### config.mk
export PLATFORM = sky130hd
export DESIGN_NAME = aiptr_ctrl
export DESIGN_NICKNAME = d
export VERILOG_FILES = /design/src/rtl/aiptr_pkg.sv /design/src/rtl/aiptr_decode.sv /design/src/rtl/aiptr_step.sv /design/src/rtl/aiptr_ctrl.sv
export SDC_FILE = /design/constraint.sdc
export NUM_CORES = 1
export LEC_CHECK = 0
export CORE_MARGIN = 2
export CORE_UTILIZATION = 35
export DETAILED_ROUTE_END_ITERATION = 8
export PLACE_DENSITY = 0.76
export SYNTH_ARGS = -nofsm -noshare
export SYNTH_HDL_FRONTEND = slang
export SYNTH_SLANG_ARGS = --single-unit
### constraint.sdc
create_clock -name clk -period 2.2 [get_ports clk]
set_clock_uncertainty 0.15 [all_clocks]
set_input_delay 0.55 -clock clk [delete_from_list [all_inputs] [get_ports clk]]
set_output_delay 0.55 -clock clk [all_outputs]
set_load 0.1 [all_outputs]
### src/rtl/aiptr_pkg.sv
package aiptr_pkg;
  localparam int IDX_W  = 4;
  localparam int MODE_W = 3;

  typedef enum logic [MODE_W-1:0] {
    AI_HOLD   = 3'b000,
    AI_ALL    = 3'b100,
    AI_BRT    = 3'b101,
    AI_GRP    = 3'b110,
    AI_BRTGRP = 3'b111
  } ai_mode_e;
endpackage

### src/rtl/aiptr_decode.sv
module aiptr_decode
  import aiptr_pkg::*;
#(
  parameter int NUM_REGS = 13
) (
  input  logic [7:0]       ctrl_i,
  output logic             ok_o,
  output logic [IDX_W-1:0] idx_o,
  output ai_mode_e         mode_o
);
  logic [MODE_W-1:0] raw_mode;
  logic              idx_ok;
  logic              mode_ok;

  assign raw_mode = ctrl_i[7:5];
  assign idx_o    = ctrl_i[IDX_W-1:0];

  always_comb begin
    idx_ok = int'(idx_o) < NUM_REGS;
    case (raw_mode)
      3'b000, 3'b100, 3'b101, 3'b110, 3'b111: mode_ok = 1'b1;
      default:                                mode_ok = 1'b0;
    endcase
    mode_o = ai_mode_e'(raw_mode);
    ok_o   = idx_ok && !ctrl_i[4] && mode_ok;
  end
endmodule

### src/rtl/aiptr_step.sv
module aiptr_step
  import aiptr_pkg::*;
#(
  parameter int NUM_REGS = 13,
  parameter int BRT_LO   = 2,
  parameter int BRT_HI   = 5,
  parameter int GRP_LO   = 6,
  parameter int GRP_HI   = 7
) (
  input  logic [IDX_W-1:0] ptr_i,
  input  ai_mode_e         mode_i,
  output logic [IDX_W-1:0] nxt_o
);
  localparam int NWIN = 4;

  logic [NWIN-1:0][IDX_W-1:0] cand;

  // window 0: whole file, 1: brightness, 2: group, 3: brightness + group
  for (genvar w = 0; w < NWIN; w++) begin : g_win
    localparam int LO = (w == 0) ? 0 : (w == 2) ? GRP_LO : BRT_LO;
    localparam int HI = (w == 0) ? NUM_REGS - 1 : (w == 1) ? BRT_HI : GRP_HI;
    assign cand[w] = (int'(ptr_i) >= HI) ? IDX_W'(LO) : ptr_i + 1'b1;
  end

  always_comb begin
    case (mode_i)
      AI_ALL:    nxt_o = cand[0];
      AI_BRT:    nxt_o = cand[1];
      AI_GRP:    nxt_o = cand[2];
      AI_BRTGRP: nxt_o = cand[3];
      default:   nxt_o = ptr_i;
    endcase
  end
endmodule

### src/rtl/aiptr_ctrl.sv
module aiptr_ctrl
  import aiptr_pkg::*;
#(
  parameter int NUM_REGS = 13,
  parameter int BRT_LO   = 2,
  parameter int BRT_HI   = 5,
  parameter int GRP_LO   = 6,
  parameter int GRP_HI   = 7
) (
  input  logic              clk,
  input  logic              rst_n,
  input  logic              xfer_start_i,
  input  logic              xfer_read_i,
  input  logic              wbyte_valid_i,
  input  logic [7:0]        wbyte_i,
  input  logic              rbyte_done_i,
  output logic              ack_o,
  output logic              reg_we_o,
  output logic [IDX_W-1:0]  reg_addr_o,
  output logic [MODE_W-1:0] ai_mode_o
);
  logic [IDX_W-1:0] ptr_q;
  logic [IDX_W-1:0] ptr_nxt;
  logic [IDX_W-1:0] ctl_idx;
  ai_mode_e         mode_q;
  ai_mode_e         ctl_mode;
  logic             ctl_ok;
  logic             ctl_pend_q;
  logic             refuse_q;
  logic             is_ctl;
  logic             is_data;
  logic             advance;

  aiptr_decode #(.NUM_REGS(NUM_REGS)) u_dec (
    .ctrl_i (wbyte_i),
    .ok_o   (ctl_ok),
    .idx_o  (ctl_idx),
    .mode_o (ctl_mode)
  );

  aiptr_step #(
    .NUM_REGS(NUM_REGS), .BRT_LO(BRT_LO), .BRT_HI(BRT_HI),
    .GRP_LO(GRP_LO), .GRP_HI(GRP_HI)
  ) u_step (
    .ptr_i  (ptr_q),
    .mode_i (mode_q),
    .nxt_o  (ptr_nxt)
  );

  assign is_ctl     = wbyte_valid_i && ctl_pend_q;
  assign is_data    = wbyte_valid_i && !ctl_pend_q && !refuse_q;
  assign advance    = is_data || rbyte_done_i;
  assign ack_o      = is_ctl ? ctl_ok : is_data;
  assign reg_we_o   = is_data;
  assign reg_addr_o = ptr_q;
  assign ai_mode_o  = mode_q;

  always_ff @(posedge clk or negedge rst_n) begin
    if (!rst_n) begin
      ptr_q      <= '0;
      mode_q     <= AI_HOLD;
      ctl_pend_q <= 1'b0;
      refuse_q   <= 1'b1;
    end else begin
      if (is_ctl) begin
        if (ctl_ok) begin
          ptr_q  <= ctl_idx;
          mode_q <= ctl_mode;
        end
        ctl_pend_q <= 1'b0;
        refuse_q   <= !ctl_ok;
      end else if (advance) begin
        ptr_q <= ptr_nxt;
      end
      // a new START re-arms capture after the byte of this cycle is handled
      if (xfer_start_i) begin
        ctl_pend_q <= !xfer_read_i;
        refuse_q   <= xfer_read_i;
      end
    end
  end


  ptr_range_chk: assert property (@(posedge clk) disable iff (!rst_n)
    int'(ptr_q) < NUM_REGS);


  we_acked_chk: assert property (@(posedge clk) disable iff (!rst_n)
    reg_we_o |-> ack_o);


  nack_hold_chk: assert property (@(posedge clk) disable iff (!rst_n)
    (wbyte_valid_i && ctl_pend_q && !ack_o) |=> ($stable(ptr_q) && $stable(mode_q)));


  hold_mode_chk: assert property (@(posedge clk) disable iff (!rst_n)
    (reg_we_o && mode_q == AI_HOLD) |=> $stable(ptr_q));


  brt_window_chk: assert property (@(posedge clk) disable iff (!rst_n)
    (reg_we_o && mode_q == AI_BRT && int'(ptr_q) >= BRT_LO && int'(ptr_q) <= BRT_HI)
      |=> (int'(ptr_q) >= BRT_LO && int'(ptr_q) <= BRT_HI));
endmodule

; ---- Word-level counts from Yosys, hierarchy flattened
; Index checks and enable logic that the tools add are counted.
; W data, S select, Z words.
[classes]
addsub = 1
magnitude_cmp = 4
eq_ne = 9
n_mux = 14
reduce_logical = 18
[op_table]
columns = operator, n
row1 = $mux W4, 7
row2 = $eq A3 B3 Y1 const B, 8
row3 = $pmux W4 S4, 1
row4 = $ge A4 B3 Y1 const B, 2
row5 = $mux W1, 6
row6 = $logic_and A1 B1 Y1, 5
row7 = $logic_not A1 Y1, 5
row8 = $reduce_bool A5 Y1, 1
row9 = $reduce_or A5 Y1, 1
row10 = $add A4 B1 Y4 const B, 1
row11 = $ge A4 B4 Y1 const B, 1
row12 = $lt A4 B4 Y1 const B, 1
row13 = $reduce_bool A2 Y1, 2
row14 = $logic_not A3 Y1, 1
row15 = $reduce_and A3 Y1, 1
row16 = $ne A2 B2 Y1 const B, 1
row17 = $reduce_and A2 Y1, 1
row18 = $logic_or A1 B1 Y1, 1
[totals]
register_bits = 9
in_bits = 14
output_inout_bits = 9

; ---- Logic depth before layout (Yosys ltp)
; Gate-level depths: netlist of run 1.
[logic_depth]
ltp_word = 7
depth_mapped = 7
depth_no_buf = 7

; ---- Hierarchy
; From an unflattened synthesis of run 1, not the netlist that was laid out.
[unflattened]
cells_unflattened = 80
hier_area_um2 = 793.3
[modules_own_cells]
columns = mod, n_inst, cells_each, area_each_um2, seq_area_each_um2
row1 = aiptr_ctrl, 1, 35, 460.4, 226.5
row2 = aiptr_step, 1, 35, 251.5, 0.0
row3 = aiptr_decode, 1, 10, 81.3, 0.0

; ---- Worst setup path before layout of run 1
; Ideal clock, no wire load.
[synth_path]
path_type = input to output
from = in wbyte_valid_i
to = out ack_o
arrival_ns = 2.715
required_time_ns = 1.500
path_slack_ns = -1.215
path_stages = 2
n_path_buf = 0
path_cell_list = nand2b_1 > o21ai_0
[synth_via]
elab_chain_len = 3
[synth_rtl]
columns = item, line_no
row1 = "start, declared", aiptr_ctrl.sv:14  ; input logic wbyte_valid_i,
row2 = $logic_and A1 B1 Y1 (2 in a row), aiptr_ctrl.sv:51  ; assign is_data = wbyte_valid_i && !ctl_pend_q && !refuse_q;
row3 = $mux W1 (*), aiptr_ctrl.sv:53  ; assign ack_o = is_ctl ? ctl_ok : is_data;
row4 = "end, declared", aiptr_ctrl.sv:17  ; output logic ack_o,
; Every way passes the cells marked *; elsewhere a longest branch is shown, timed or not.

; ---- Final worst setup path of run 1
[layout_path]
from = in wbyte_i[3]
to = out ack_o
[layout_via]
elab_chain_len = 4
[layout_rtl]
columns = item, line_no
row1 = "start, declared", aiptr_ctrl.sv:15  ; input logic [7:0] wbyte_i,
row2 = $lt A4 B4 Y1, aiptr_decode.sv:19  ; idx_ok = int'(idx_o) < NUM_REGS;
row3 = $logic_and A1 B1 Y1 (2 in a row), aiptr_decode.sv:25  ; ok_o = idx_ok && !ctrl_i[4] && mode_ok;
row4 = $mux W1, aiptr_ctrl.sv:53
; No other way between the ends.

==> results of run 1 <==
## per-stage QoR
step / util / total power [mW] / instance area [µm²] / setup TNS (ps)
floorplan: - / 1.02 / 696 / 0
global placement: 0.599 / 1.38 / 1070 / -819
detailed placement: 0.599 / 1.39 / 1070 / -880
CTS: 0.607 / 1.53 / 1080 / 0
global route: 0.612 / 1.62 / 1090 / 0
finish: 0.612 / 1.52 / 1090 / 0
## sequential cells by signal, summed over array words and instances (netlist names)
signal and cells:
ai_mode_o 3, ctl_pend_q 1, refuse_q 1, reg_addr_o 4
## worst max-delay path by stage
stage | from | endpoint | slack [ps] | depth (start not counted)
2_1_floorplan | reg_addr_o[1] | reg_addr_o[1] | 30 | 7
3_3_place_gp | wbyte_i[1] | ack_o | -260 | 5
3_5_place_dp | wbyte_i[1] | ack_o | -260 | 5
4_1_cts | wbyte_i[4] | ack_o | 3 | 5
5_1_grt | wbyte_i[3] | ack_o | 20 | 5
6_report | wbyte_i[3] | ack_o | 70 | 5
## what timing repair did
item,4_1_cts,5_1_grt
gates resized for setup,16,3
endpoints found under the setup margin,2,2
pin swaps,3,0
## synthesized netlist by cell type
master     n  area, µm²
nor3_1     1       5.00
mux2i_1    2       20.0
a21o_2     1       8.76
nand2b_4   1       13.8
o21a_4     1       15.0
buf_2      2       10.0
nor2_1     4       15.0
nand2b_1   3       18.8
nand2_1    5       18.8
buf_6      1       11.3
a211o_1    1       8.76
a2111oi_4  1       27.5
a221oi_1   2       17.5
o2111ai_4  1       26.3
o21ai_0    5       25.0
mux2_2     4       45.0
a21o_1     1       7.51
nor2b_1    1       6.26
a2bb2oi_1  1       8.76
nand3_1    1       5.00
dfrtp_1    8        200
and2_1     1       6.26
inv_1      4       15.0
a21oi_1    5       25.0
a21bo_2    1       10.0
a21oi_2    1       8.76
dfstp_2    1       26.3
a31oi_1    1       6.26
ha_1       3       37.5
o211ai_1   2       15.0
o221ai_2   1       15.0
## cells by family after synthesis
logic type                 synth area share
buffers and inverters                0.0534
adders and majority gates            0.0553
and+or+nand+nor                       0.131
DFF                                   0.333
AOI/OAI and AO/OA                     0.331
muxes                                0.0958
## per-layer routing
metal / vias to the layer above / GRT usage / part of all wire
li1: 305 / - / -
met1: 309 / 0.204 / 0.42
met2: 19 / 0.272 / 0.50
met3: 4 / 0.0717 / 0.069
met4: 0 / 0.0486 / 0.011
met5: - / 0 / 0
## report_power, final
| part | switching [mW] | internal [mW] |
|---|---|---|
| sequential | 0.124 | 0.235 |
| combinational | 0.613 | 0.422 |
| clock | 0.0603 | 0.0701 |
| total | 0.797 | 0.727 |
## area by class of cell
class                   instances  area, µm²
flip-flops and latches          9        236
repair buffers                 29        348
inverters                       4       15.0
multi-input cells              51        434
fillers                       158        692
well taps                      25       31.3
clock buffers                   4       26.3
==> flow_summary_export.csv, run 1 <==
group,metric,value,unit
cts,clkSinkCount,9,
finish,layout.cells.most_common,"buf_12",
sta,setup_viol,0,
setup_path,cp-start-kind,"input port",
detailed_routing,dr.pass1.iters,4,
sta,drv_slew,0,
cts,numCtsBuffers,3,
setup_path,r2r_end,"reg_addr_o[1]",
cts,hold_buffers,0,
global_routing,grt_max_degree,11,
synth,seq_area_frac_synth,0.333,
sta,min_period,2130,ps
sta,holdWs,434,ps
global_routing,grt_usage,0.168,
cts,cts-root-buf,"clkbuf_4",
detailed_routing,routed_wl,1540,µm
flow_run,drv_cap,0,
floorplan,start_util,0.381,
finish,antenna-diode-count,0,
synth,syn_nets,84,
finish,drive_above_1_share,0.474,
setup_path,crit_chain,"dlygate4sd2_1 -> o211ai_1 -> o2111ai_4 -> o21ai_2 -> buf_12",
floorplan,boundaryPins,23,
global_routing,grt_overflow,0,
pwr,p_leak,0.477,nW
synth,ys_ff_latch,9,
place,placed_cells,118,
place,hpwl,1250,µm
finish,syn_to_final_growth,60.6,%
setup_path,slowest_stage,"dlygate4sd2_1",
sta,timing.final.crit_share,0.969,
synth,yosys.cell_types.count,31,
synth,avgSynthCellArea,10.1,µm²
detailed_routing,via_per_inst,5.22,
cts,cts_tree,"yes",
detailed_routing,ant_nets,0,
synth,syn_inst,67,
sta,max_freq,469,MHz
floorplan,row_count,15,
setup_path,critical_path_class,"in -> out",
setup_path,r2r-start,"reg_addr_o[1]",
place,gp_congestion,0.832,
detailed_routing,post_drt_wl_per_cell,12.6,µm
global_routing,grt_pass1_vias,607,
setup_path,r2r_slack,160,ps
floorplan,fp.dieH,48.1,µm
detailed_routing,first_iter_violations,11,
setup_path,critPathTopFamily,"buffers and inverters",
setup_path,arrival,1430,ps
place,dp_worst_setup_slack,-265,ps
cts,clk_pin_slew,60,ps
cts,post_cts_buffers,0,
setup_path,path_buf_inv,2,
floorplan,core_area,1780,µm²
sta,slew_headroom,0.714,
pwr,p_per_area,1400,nW/µm²
sta,worst_slew_pin_slew,428,ps
cts,htree_levels,1,
setup_path,cp-end-kind,"output pin",
floorplan,die_x,48.1,µm
cts,clock_path_buffers,2,
synth,synth_area,679,µm²
global_routing,antenna_found_initial,0,
pwr,ir_worst_vdd,1.06,mV
sta,hold_viol,0,
synth,ys_warn_count,0,
place,port_buffers,22,
setup_path,cpPeakStageDelay,250,ps
global_routing,grt_pass1_wl,2620,µm
detailed_routing,num_vias,637,
sta,rsz0062_at_grt,"no",
min_path,hp-class,"in -> async",
setup_path,required,1500,ps
finish,layout.nets,115,
setup_path,r2r_cells,7,
floorplan,dieArea,2310,µm²
setup_path,critPathMaxFanout,2,
finish,final_cell_mix,"buf_12, buf_4, dlygate4sd2_1",
finish,finalNonFillerCells,122,
detailed_routing,drc,0,
sta,fin_ws,68.9,ps
cts,clock_latency,270,ps
status,outcome,"finished, final reports clean",
(Power assumes the default switching activity.)
==> inputs of run 2 (changes only) <==
--- a/config.mk
+++ b/config.mk
@@ -8,7 +8,8 @@
 export CORE_MARGIN = 2
 export CORE_UTILIZATION = 35
 export DETAILED_ROUTE_END_ITERATION = 8
-export PLACE_DENSITY = 0.76
+export HOLD_SLACK_MARGIN = 0.08
+export PLACE_DENSITY = 0.79
 export SYNTH_ARGS = -nofsm -noshare
 export SYNTH_HDL_FRONTEND = slang
 export SYNTH_SLANG_ARGS = --single-unit
==> constraint.sdc (replaced) <==
create_clock -name clk -period 1.9 [get_ports clk]
set_clock_uncertainty 0.15 [all_clocks]
set_input_delay 0.475 -clock clk [delete_from_list [all_inputs] [get_ports clk]]
set_output_delay 0.475 -clock clk [all_outputs]
set_load 0.1 [all_outputs]
==> run 2 against run 1 <==
Effect of this change: the run now ends with negative setup slack left; via count fell by 1.7%; hold slack got worse by 83 ps; critical path depth stayed put; worst setup slack lost 160 ps; die area is the same; cell area rose by 6.4%; critical path type unchanged.
==> flow_summary_export.csv, run 2 (synthesis results as in run 1) <==
group,metric,value,unit
sta,min_period,1990,ps
global_routing,grt_max_degree,11,
finish,stdcell_area,1160,µm²
cts,clkSinkCount,9,
detailed_routing,routed_wl,1700,µm
status,outcome,"complete, but fails checks",
cts,hold_buffers,0,
sta,setup_viol,2,
floorplan,die_x,48.1,µm
detailed_routing,first_iter_violations,5,
finish,drive_above_1_share,0.566,
sta,fin_ws,-86.8,ps
detailed_routing,via_per_inst,5.05,
status,violations,"negative setup slack",
cts,htree_levels,1,
sta,rsz0062_at_grt,"yes",
finish,syn_to_final_growth,70.9,%
pwr,ir_worst_vdd,0.987,mV
min_path,hp-class,"in -> reg",
floorplan,dieArea,2310,µm²
setup_path,critPathMaxFanout,2,
place,gp_congestion,0.770,
flow_run,drv_cap,0,
global_routing,grt_pass1_vias,582,
sta,slew_headroom,0.699,
detailed_routing,ant_nets,0,
cts,cts-root-buf,"clkbuf_4",
finish,final_cell_mix,"buf_12, buf_4, nand2_1, dlygate4sd2_1",
floorplan,core_area,1780,µm²
global_routing,antenna_found_initial,0,
place,placed_area,1110,µm²
detailed_routing,num_vias,626,
global_routing,grt_usage,0.160,
place,port_buffers,22,
sta,timing.final.crit_share,1.05,
place,hpwl,1360,µm
finish,antenna-diode-count,0,
cts,clock_path_buffers,2,
cts,clock_latency,260,ps
cts,clk_pin_slew,60,ps
finish,final_core_util,0.651,
sta,holdWs,351,ps
detailed_routing,dr.pass1.iters,3,
detailed_routing,drc,0,
sta,drv_slew,0,
cts,numCtsBuffers,3,
global_routing,grt_pass1_wl,2460,µm
sta,max_freq,503,MHz
floorplan,boundaryPins,23,
setup_path,arrival,1360,ps
pwr,p_leak,0.477,nW
setup_path,cp-start-kind,"input port",
sta,hold_viol,0,
setup_path,cp-end-kind,"output pin",
floorplan,fp.dieH,48.1,µm
floorplan,start_util,0.381,
detailed_routing,post_drt_wl_per_cell,13.7,µm
sta,worst_slew_pin_slew,450,ps
finish,largest_register_ffs,4,
finish,layout.nets,117,
setup_path,required,1270,ps
global_routing,grt_overflow,0,
pwr,totalPowerFinal,1.87,mW
finish,fill_cells,134,
cts,cts_tree,"yes",
floorplan,row_count,15,
setup_path,critical_path_class,"in -> out",
pwr,p_per_area,1610,nW/µm²
run 2: cell type report:
| cell class | instances | area (µm²) | area share |
|---|---|---|---|
| clock buffer | 4 | 26.3 | 0.0226 |
| timing repair buffer | 31 | 374 | 0.322 |
| sequential | 9 | 243 | 0.209 |
| multi-input combinational | 51 | 469 | 0.404 |
| tap | 25 | 31.3 | 0.0269 |
| inverter | 4 | 17.5 | 0.0151 |
run 2: critical path, cell delays in order:
cell and delay, ps:
buf_6 90, o211ai_1 310, o2111ai_4 170, o21ai_2 120, buf_12 190
run 2: final timing paths:
path                               start            end  slack [ps]  cells past startpoint
max                           wbyte_i[0]          ack_o         -90                      5
min                           wbyte_i[1]  reg_addr_o[1]         350                      3
max reg2reg                reg_addr_o[0]  reg_addr_o[1]         -10                      6
min reg2reg                     refuse_q       refuse_q         460                      2
max in group asynchronous          rst_n  reg_addr_o[3]         880                      1
min in group asynchronous          rst_n   ai_mode_o[1]         380                      1
run 2: timing repair:
action                                  CTS  global route
buffers inserted                          1             0
gates resized for setup                  23             2
endpoints found under the setup margin    9             4
pin swaps                                 5             1
gates cloned                              0             0
run 2: layer usage:
metal  part of all wire  up-vias  global-route usage
met3              0.032        4              0.0340
met5                  0        -                   0
met2               0.51       16               0.261
met1               0.45      298               0.200
met4              0.012        0              0.0703
li1                   -      308                   -
run 2: power by group:
group          switching [mW]  internal [mW]  leakage (nW)  total, mW
clock network          0.0703         0.0812        0.0150      0.151
registers               0.155          0.283        0.0988      0.438
logic                   0.748          0.537         0.363       1.28
run 2: stage by stage:
| stage | std cells | setup slack, ps | TNS, ps |
|---|---|---|---|
| floorplan | 67 | -110 | -461 |
| global placement | 119 | -428 | -2620 |
| detailed placement | 119 | -479 | -3150 |
| CTS | 124 | -98.0 | -180 |
| global route | 124 | -125 | -213 |
| finish | 124 | -86.8 | -95.7 |
